==> src/rtl/brk_pkg.sv <==
package brk_pkg;
    // control-word bit positions
    localparam int unsigned B_LOAD  = 0;
    localparam int unsigned B_STORE = 1;
    localparam int unsigned B_EXEC  = 2;
    localparam int unsigned B_PRIV0 = 3;  // privilege enable = B_PRIV0 + level
    localparam int unsigned B_USER  = 3;
    localparam int unsigned B_SUPV  = 4;
    localparam int unsigned B_MACH  = 6;
    localparam int unsigned MIN_CTRL_W = 7;

    localparam int unsigned CAUSE_W = 4;
    localparam logic [CAUSE_W-1:0] CAUSE_BRK = 4'd3;

    typedef struct packed {
        logic ld;
        logic st;
        logic ex;
    } acc_kind_t;
endpackage

==> src/rtl/brk_trig_cmp.sv <==
module brk_trig_cmp
    import brk_pkg::*;
#(
    parameter int unsigned CTRL_W = 32,
    parameter int unsigned ADDR_W = 32
) (
    input  logic [CTRL_W-1:0] ctrl_i,
    input  logic [ADDR_W-1:0] cmp_addr_i,
    input  logic [1:0]        priv_i,
    input  logic              fetch_valid_i,
    input  logic [ADDR_W-1:0] fetch_pc_i,
    input  logic              mem_load_i,
    input  logic              mem_store_i,
    input  logic [ADDR_W-1:0] mem_addr_i,
    output logic              hit_o
);
    acc_kind_t kind;
    logic      any_priv;
    logic      any_kind;
    logic      priv_ok;
    logic      ex_hit;
    logic      mem_hit;

    always_comb begin
        kind.ld  = ctrl_i[B_LOAD];
        kind.st  = ctrl_i[B_STORE];
        kind.ex  = ctrl_i[B_EXEC];
        any_priv = ctrl_i[B_USER] | ctrl_i[B_SUPV] | ctrl_i[B_MACH];
        any_kind = kind.ld | kind.st | kind.ex;
        case (priv_i)
            2'd0:    priv_ok = ctrl_i[B_PRIV0 + 0];
            2'd1:    priv_ok = ctrl_i[B_PRIV0 + 1];
            2'd2:    priv_ok = ctrl_i[B_PRIV0 + 2];
            default: priv_ok = ctrl_i[B_PRIV0 + 3];
        endcase
        ex_hit  = kind.ex & fetch_valid_i & (fetch_pc_i == cmp_addr_i);
        mem_hit = ((kind.ld & mem_load_i) | (kind.st & mem_store_i))
                  & (mem_addr_i == cmp_addr_i);
        hit_o   = any_priv & any_kind & priv_ok & (ex_hit | mem_hit);
    end
endmodule

==> src/rtl/brk_prio_enc.sv <==
module brk_prio_enc #(
    parameter int unsigned N = 4,
    localparam int unsigned IW = (N > 1) ? $clog2(N) : 1
) (
    input  logic [N-1:0]  req_i,
    output logic          any_o,
    output logic [IW-1:0] idx_o
);
    always_comb begin
        any_o = |req_i;
        idx_o = '0;
        for (int k = N - 1; k >= 0; k--) begin
            if (req_i[k]) idx_o = IW'(k);
        end
    end
endmodule

==> src/rtl/brk_match_unit.sv <==
module brk_match_unit
    import brk_pkg::*;
#(
    parameter int unsigned NUM_TRIG = 4,
    parameter int unsigned CTRL_W   = 32,
    parameter int unsigned ADDR_W   = 32,
    localparam int unsigned IDX_W   = (NUM_TRIG > 1) ? $clog2(NUM_TRIG) : 1
) (
    input  logic                         clk,
    input  logic                         rst_n,
    input  logic [NUM_TRIG*CTRL_W-1:0]   trig_ctrl_i,
    input  logic [NUM_TRIG*ADDR_W-1:0]   trig_addr_i,
    input  logic [1:0]                   priv_i,
    input  logic                         fetch_valid_i,
    input  logic [ADDR_W-1:0]            fetch_pc_i,
    input  logic                         mem_load_i,
    input  logic                         mem_store_i,
    input  logic [ADDR_W-1:0]            mem_addr_i,
    output logic                         hit_o,
    output logic [IDX_W-1:0]             hit_idx_o,
    output logic                         brk_req_o,
    output logic [CAUSE_W-1:0]           brk_cause_o
);
    typedef struct packed {
        logic             hit;
        logic [IDX_W-1:0] idx;
        logic             req;
    } state_t;

    state_t state_d, state_q;

    logic [NUM_TRIG-1:0] trig_hit;
    logic                any_hit;
    logic [IDX_W-1:0]    first_idx;

    for (genvar g = 0; g < NUM_TRIG; g++) begin : g_trig
        brk_trig_cmp #(
            .CTRL_W(CTRL_W),
            .ADDR_W(ADDR_W)
        ) u_cmp (
            .ctrl_i       (trig_ctrl_i[g*CTRL_W +: CTRL_W]),
            .cmp_addr_i   (trig_addr_i[g*ADDR_W +: ADDR_W]),
            .priv_i       (priv_i),
            .fetch_valid_i(fetch_valid_i),
            .fetch_pc_i   (fetch_pc_i),
            .mem_load_i   (mem_load_i),
            .mem_store_i  (mem_store_i),
            .mem_addr_i   (mem_addr_i),
            .hit_o        (trig_hit[g])
        );
    end

    brk_prio_enc #(
        .N(NUM_TRIG)
    ) u_prio (
        .req_i(trig_hit),
        .any_o(any_hit),
        .idx_o(first_idx)
    );

    always_comb begin
        state_d     = '0;
        state_d.hit = any_hit;
        state_d.req = any_hit;
        state_d.idx = any_hit ? first_idx : '0;
    end

    always_ff @(posedge clk) begin
        if (!rst_n) state_q <= '0;
        else        state_q <= state_d;
    end

    assign hit_o       = state_q.hit;
    assign hit_idx_o   = state_q.idx;
    assign brk_req_o   = state_q.req;
    assign brk_cause_o = state_q.req ? CAUSE_BRK : '0;
endmodule

==> config.mk <==
export PLATFORM = sky130hd
export DESIGN_NAME = brk_match_unit
export DESIGN_NICKNAME = d
export VERILOG_FILES = /design/src/rtl/brk_pkg.sv /design/src/rtl/brk_trig_cmp.sv /design/src/rtl/brk_prio_enc.sv /design/src/rtl/brk_match_unit.sv
export SDC_FILE = /design/constraint.sdc
export NUM_CORES = 1
export LEC_CHECK = 0
export BUFFER_PORTS_ARGS = -buffer_cell sky130_fd_sc_hd__clkbuf_2
export CORE_AREA = 5 5 127 129
export DETAILED_ROUTE_END_ITERATION = 16
export DIE_AREA = 0 0 132 134
export GPL_ROUTABILITY_DRIVEN = 0
export GPL_TIMING_DRIVEN = 1
export MAX_ROUTING_LAYER = met4
export SETUP_SLACK_MARGIN = 0.15
export SLEW_MARGIN = 25
export SYNTH_ARGS = -nofsm -noshare
export SYNTH_HDL_FRONTEND = slang
export SYNTH_HIERARCHICAL = 1
export SYNTH_SLANG_ARGS = --single-unit
==> constraint.sdc <==
create_clock -name clk -period 1.54 [get_ports clk]
set_input_delay 0.077 -clock clk [delete_from_list [all_inputs] [get_ports clk]]
set_output_delay 0.077 -clock clk [all_outputs]
set_load 0.005 [all_outputs]
* After elaboration in Yosys (flattened, before gate mapping) *
Cells that the tools add are included.

storage, ports and cells
  register bits = 3
  bits of input ports = 327
  output and inout bits = 8
  logic and storage cells = 83

operators by class
  equality and inequality tests = 10
  muxes and demuxes = 8
  bitwise gates (word level) = 58
  reduce and logical (&&, ||, !) cells = 4

operators with widths
  cell                number
  $eq 32x32->1        8
  $and 1x1->1         32
  $or 1x1->1          24
  $pmux 1 s3          4
  $reduce_or 4->1     2
  $mux 2              3
  $reduce_or 3->1     1
  $eq 2x1->1 const B  1
  $eq 2x2->1 const B  1
  $logic_not 2->1     1
  $not 1->1           2
  $mux 1              1

* Depth between registers and ports, before layout *
Gate-level depths: netlist (run 1).

  depth after elaboration = 8
  depth in mapped cells = 8

* Modules after synthesis *
The synthesis (run 1) kept the hierarchy.

modules (own cells, without submodules)
  module          instances  cells each  area an instance (um^2)
  brk_trig_cmp    4          91          757.0
  brk_match_unit  1          12          120.1
  brk_prio_enc    1          7           35.0

* Least setup slack after synthesis (run 1) *
OpenSTA, ideal clock, no wires.

  kind = in2reg
  start point = in priv_i[0]
  end point = reg state_q, in the netlist hit_idx_o[0]
  library setup time = 115 ps
  arrival time = 1513 ps
  required time = 1425 ps
  setup slack = -89 ps
  stages on the path = 7
  buffers on the path = 0
  path through = mux4_1 o311ai_1 or4_1 o32ai_1 nand2b_1 a21oi_2 and3_1

between the ends
  word-level cells in the longest chain between the ends = 7
  elaborated cells between the ends (all ways) = 21

ends and longest elaborated chain
  element                                   RTL line              RTL
  start, declared                           brk_match_unit.sv:13  input logic [1:0] priv_i,
  $eq 2x2->1, or another cell as far along  brk_trig_cmp.sv:30    case (priv_i)
  $pmux 1 s3 *                              brk_trig_cmp.sv:30
  $and 1x1->1 * (2 in a row)                brk_trig_cmp.sv:39    hit_o = any_priv & any_kind & priv_ok & (ex_hit | mem_hit);
  net trig_hit[2]                           brk_match_unit.sv:32  logic [NUM_TRIG-1:0] trig_hit;
  $reduce_or 4->1                           brk_prio_enc.sv:10    any_o = |req_i;
  $not 1->1 (no source line)                -
  $reduce_or 3->1 (no source line)          -
  end signal, assigned                      brk_match_unit.sv:70  else state_q <= state_d;
  end, declared                             brk_match_unit.sv:30  state_t state_d, state_q;

The timed path passes the listed nets; every way through them passes the cells marked *.
A chain may end at the register's enable or synchronous reset.

* Worst setup path after layout (run 1) *
Ends and elaborated chain as after synthesis.

==> flow_summary.yaml, run 1 <==
logic_synthesis:
  synth_seq_cells: 3
  netlist_area_um2: 3183
  yosysTopAreaCell: "xnor2_1"
  avgSynthCellArea_um2: 8.311
  synth-edff-count: 0
  synth_top_cell_area_share: 0.3962
  synth_cell_type_count: 21
  syn_inst: 383
  synth_flop_cell: "dfxtp_1"
  yosys_warnings: 6
  async_reset_ff_frac: 0
  synth_area_leaders: "xnor2_1, xor2_1, nand4_1"
  ys_seq_area_frac: 0.01887
setup_path:
  crit_fanout: 4
  cp-start-kind: "input port"
  crit_arrival_ns: 1.84
  crit_type: "input port to flop"
  cp_slowest_stage_delay_ns: 0.56
  required_ns: 1.71
  end_kind: "flop"
  crit_slowest_cell: "or4_4"
  crit_family: "simple AND/OR/NAND/NOR gates"
  crit_chain: "clkbuf_2 > mux4_2 > o311ai_2 > or4_4 > o32ai_2 > buf_4 > inv_1 > a21oi_2 > and3_1"
  path_buf_inv: 3
timing:
  drv_slew: 0
  fin_crit_sh: 1.090
  period_minus_slack_ns: 1.679
  rsz0062_at_grt: "true"
  fmax_mhz: 595.5
  worst_slack_ns: -0.1393
  finalSetupViolations: 3
  hold_viol: 0
drt:
  final_antenna_net_count: 0
  wirelength_mm: 16.87
  dr_total_vias: 3983
  wl_per_cell_um: 18.61
  firstDrtPassIters: 5
  drcViolationCount: 0
  detail_route.vias_per_cell: 4.396
  drtIter0Drc: 130
floorplan:
  core_area_um2: 14920
  die_w_um: 132
  initial_utilization: 0.2133
  fp-row-count: 45
  io_pins: 335
  die_y_um: 134
  die_area_um2: 17690
power_and_ir_drop:
  p_int_mw: 1.275
  ir_drop_v: 0.0002621
  p_sw_mw: 0.8394
  pwr-share-comb: 0.768
  power_density_nw_per_um2: 368.7
  pwr-share-seq: 0.037
  swShare: 0.3969
  p_leak_nw: 2.586
  clkPwrFrac: 0.195
clock_network:
  cts_max_level: 1
  holdBufCountCts: 0
  cts_tree: "done"
  clkSinkCount: 3
  clkTransAtPathRegs_ns: 0.03
  cts_root_buffer: "clkbuf_16"
  numCtsBuffers: 3
  cts_setup_buffers: 0
  cts_buffer_depth: 2
global_route:
  grt_max_degree: 5
  grt_pass1_wl_mm: 24.61
  overflow: 0
  antenna_found_initial: 0
  grt_pass1_vias: 4503
  grt.total_usage: 0.1855
place:
  port_buffers: 232
  hpwl_mm: 15.75
  pre_cts_slack_ns: -0.5359
final_layout:
  drive_above_1_share: 0.5320
  n_antenna_cell: 0
  final_util: 0.3844
  fin_nets: 1046
  syn2layout_area_growth_pct: 80.19
hold_path:
  hold_start: "rst_n"
  worstHoldPathCells: 2
  hold_path_end: "brk_req_o"
  hp-class: "input port to flop"
flow_run:
  cap_viol_max_count: 0
run_status:
  status: "finished, violations left"
  violations: "negative setup slack"
-- power groups by stage --
stage / logic [mW] / clock network [mW] / registers (mW)
2_1_floorplan: 0.611 / 0 / 0.0793
3_3_place_gp: 1.52 / 0 / 0.0793
3_5_place_dp: 1.53 / 0 / 0.0793
4_1_cts: 1.61 / 0.416 / 0.0783
5_1_grt: 1.76 / 0.425 / 0.0783
6_report: 1.62 / 0.412 / 0.0783
-- layout make-up --
type / count / area (um^2)
clock buffers: 4 / 78.83
well taps: 188 / 235.2
inverters: 1 / 3.754
repair buffers: 335 / 1981
fillers: 1585 / 9185
flip-flops and latches: 3 / 60.06
multi-input cells: 375 / 3377
-- repair_timing --
item	CTS	global route
setup endpoints to repair	3	3
pin swaps	15	5
gates resized for setup	33	17
-- worst max-delay path by stage --
stage,startpoint,cells past startpoint,slack [ns],end
after global routing,priv_i[0],8,-0.27,hit_idx_o[1]
after CTS,priv_i[0],9,-0.14,hit_idx_o[1]
after global placement,fetch_pc_i[11],11,-0.42,hit_idx_o[0]
after floorplan,priv_i[0],7,-0.06,hit_idx_o[0]
after detailed placement,fetch_pc_i[11],11,-0.54,hit_idx_o[0]
final,priv_i[0],9,-0.14,hit_idx_o[0]
-- registers in the layout (all words and copies together) (netlist names) --
signal,count
brk_req_o,1
hit_idx_o,2
-- logic make-up (layout without fill, tap and decap cells) --
family / after synthesis / count (layout) / share of synthesized area
flip-flops: 3 / 3 / 0.01887
AND/OR/NAND/NOR: 100 / 100 / 0.1938
AO/OA/AOI/OAI: 13 / 13 / 0.03577
buffers and inverters: 6 / 340 / 0.01297
multiplexers: 4 / 4 / 0.03302
other: 1 / 2 / 0.001178
XOR/XNOR: 256 / 256 / 0.7044
-- metrics by stage --
step / total power, mW / setup TNS, ns / hold WS (ns) / instance area [um^2] / std cells
after floorplan: 0.6906 / -0.1097 / 0.2043 / 3213 / 384
after global placement: 1.602 / -1.203 / 0.3482 / 5345 / 902
after detailed placement: 1.607 / -1.542 / 0.3513 / 5345 / 902
after CTS: 2.104 / -0.3598 / 0.1222 / 5650 / 906
after global routing: 2.261 / -0.6541 / 0.1333 / 5736 / 906
final: 2.115 / -0.3503 / 0.1244 / 5736 / 906
-- Yosys cell counts, types with 2 or more instances --
master / instances
xnor2_1: 144
xor2_1: 112
nand4_1: 48
nor4_1: 28
nor3_1: 9
buf_4: 5
a22o_1: 4
mux4_1: 4
o311ai_1: 4
o32ai_1: 4
or3_2: 4
or4_1: 4
dfxtp_1: 3
and3_1: 2
nor2_1: 2
-- cells in the final DEF, fill, tap and decap left out, drive strengths merged --
cell type,n
a21oi,1
o32ai,4
nand2b,1
or4,4
and2,1
buf,104
xnor2,144
or3,4
conb,2
xor2,112
clkbuf,235
nor2,2
inv,1
o311ai,4
nand4,48
mux4,4
nor3,9
a22o,4
nand2,1
nor4,28
dfxtp,3
and3,2
-- per-layer routing --
layer	vias to the layer above	GRT usage	wire length, um
met5	-	-	0
met4	0	0.03143	251
met1	1787	0.2113	6864
met3	17	0.05064	1182
met2	133	0.3302	8566
li1	2046	-	-
Note: power is estimated with default switching activity, not from simulation.
==> run 2: changes to the inputs <==
--- a/config.mk
+++ b/config.mk
@@ -12,6 +12,7 @@
 export GPL_ROUTABILITY_DRIVEN = 0
 export GPL_TIMING_DRIVEN = 1
 export MAX_ROUTING_LAYER = met4
+export PLACE_DENSITY = 0.53
 export SETUP_SLACK_MARGIN = 0.15
 export SLEW_MARGIN = 25
 export SYNTH_ARGS = -nofsm -noshare
==> run 2 against run 1 <==
The flow still finishes with violations (negative setup slack). First-iteration DRC count decreased by 16%. Final cell count is 0.44% higher. Power is 2.4% higher. Wire length fell by 1.0%. Clock power barely moved. Setup slack lost 0.052 ns. Non-clock buffer count up 4. Hold slack improved by 0.015 ns. Sequential share of layout area barely moved. Sequential power about the same. Critical path depth is 1 higher. Critical path type unchanged. Highest routed layer unchanged.
==> flow_summary.yaml, run 2 (synthesis gave the netlist of run 1 again) <==
run_status:
  status: "finished, violations left"
  violations: "negative setup slack"
clock_network:
  numCtsBuffers: 3
  clkSinkCount: 3
  cts_root_buffer: "clkbuf_16"
  cts_buffer_depth: 2
  holdBufCountCts: 0
  cts_max_level: 1
  clkTransAtPathRegs_ns: 0.03
  cts_tree: "done"
final_layout:
  drive_above_1_share: 0.5471
  largest_reg_flops: 2
  final_common_cell: "clkbuf_2"
  fin_area_um2: 5942
  fin_nets: 1050
  syn2layout_area_growth_pct: 86.67
  layout_common_cells: "clkbuf_2, xnor2_1, xor2_1, buf_4, nand4_1"
  n_antenna_cell: 0
place:
  hpwl_mm: 15.41
  port_buffers: 232
  placed_area_um2: 5375
flow_run:
  cap_viol_max_count: 0
timing:
  drv_slew: 0
  rsz0062_at_grt: "true"
  hold_viol: 0
  fin_crit_sh: 1.124
  period_minus_slack_ns: 1.731
  setup_tns_ns: -0.4664
  finalSetupViolations: 3
  fmax_mhz: 577.6
  worst_slack_ns: -0.1912
drt:
  firstDrtPassIters: 4
  drtIter0Drc: 109
  dr_total_vias: 3953
  drcViolationCount: 0
  final_antenna_net_count: 0
  detail_route.vias_per_cell: 4.344
  wl_per_cell_um: 18.35
  wirelength_mm: 16.70
setup_path:
  crit_fanout: 4
  crit_arrival_ns: 1.89
  cp-start-kind: "input port"
  crit_path_start: "fetch_pc_i[0]"
  endpoint: "hit_idx_o[1]"
  crit_type: "input port to flop"
  required_ns: 1.70
  end_kind: "flop"
floorplan:
  die_y_um: 134
  fp-row-count: 45
  core_area_um2: 14920
  initial_utilization: 0.2133
  die_area_um2: 17690
  die_w_um: 132
  io_pins: 335
power_and_ir_drop:
  pwr-share-seq: 0.036
  ir_drop_v: 0.0001437
  power_density_nw_per_um2: 364.3
  swShare: 0.3978
  p_leak_nw: 2.697
  p_int_mw: 1.304
  clkPwrFrac: 0.189
  pwr-share-comb: 0.775
  p_sw_mw: 0.8612
global_route:
  antenna_found_initial: 0
  grt_pass1_wl_mm: 24.45
  grt.total_usage: 0.1839
  grt_pass1_vias: 4490
  grt_max_degree: 5
  overflow: 0
hold_path:
  hp-class: "input port to flop"
run 2: cell types whose count changed in the layout (fill, tap and decap cells not counted), moves of 3 or more:
cell | before | now
buf_4 | 103 | 109
xnor2_1 | 126 | 114
nor4_1 | 22 | 18
buf_2 | 0 | 3
o311ai_1 | 0 | 3
clkbuf_16 | 4 | 7
xnor2_2 | 15 | 26
nor4_2 | 6 | 10
or4_4 | 4 | 1
clkbuf_2 | 227 | 220
or4_1 | 0 | 3
run 2: stage by stage:
step	setup slack (ns)	total power, mW	std cells	hold WS (ns)	util
global route	-0.2597	2.315	910	0.1609	0.3982
finish	-0.1912	2.165	910	0.1395	0.3982
CTS	-0.1559	2.126	910	0.1373	0.3843
global placement	-0.5205	1.617	906	0.3613	0.3603
floorplan	-0.06357	0.6906	384	0.2043	-
detailed placement	-0.5148	1.614	906	0.3651	0.3603
run 2: layer usage:
layer | global-route usage | routed length, um | vias up
met5 | - | 0 | -
met1 | 0.2429 | 7672 | 1747
met2 | 0.3043 | 7932 | 147
met3 | 0.03001 | 901 | 10
li1 | - | - | 2049
met4 | 0.02457 | 191 | 0
run 2: cell type report:
cell class / instances / area, um^2
clock buffers: 4 / 78.83
fillers: 1599 / 8979
inverters: 1 / 3.754
multi-input cells: 375 / 3497
flip-flops and latches: 3 / 60.06
well taps: 188 / 235.2
repair buffers: 339 / 2067
run 2: timing repair:
action                                  CTS  global route
pin swaps                                29            24
endpoints found under the setup margin    3             3
setup buffers                             0             0
gates resized for setup                  39            37
run 2: critical path: stages:
cell	delay [ns]
clkbuf_2	0.16
xnor2_2	0.19
nand4_1	0.16
nor4_2	0.27
buf_4	0.15
nand4_1	0.14
o32ai_4	0.33
nor2_1	0.11
nor3_1	0.14
and3_1	0.17
run 2: how the worst min path moves through the flow:
| stage | depth (start not counted) | slack (ns) | endpoint | start |
|---|---|---|---|---|
| finish | 2 | 0.14 | brk_req_o | rst_n |
| global route | 2 | 0.16 | brk_req_o | rst_n |
| CTS | 2 | 0.14 | brk_req_o | rst_n |
| detailed placement | 2 | 0.37 | brk_req_o | rst_n |
| floorplan | 1 | 0.20 | brk_req_o | rst_n |
| global placement | 2 | 0.36 | brk_req_o | rst_n |
run 2: power by group through the flow:
stage	Clock [mW]	Combinational (mW)	Sequential, mW
finish	0.409	1.68	0.0783
global route	0.428	1.81	0.0782
CTS	0.417	1.63	0.0783
detailed placement	0	1.53	0.0793
global placement	0	1.54	0.0793
floorplan	0	0.611	0.0793
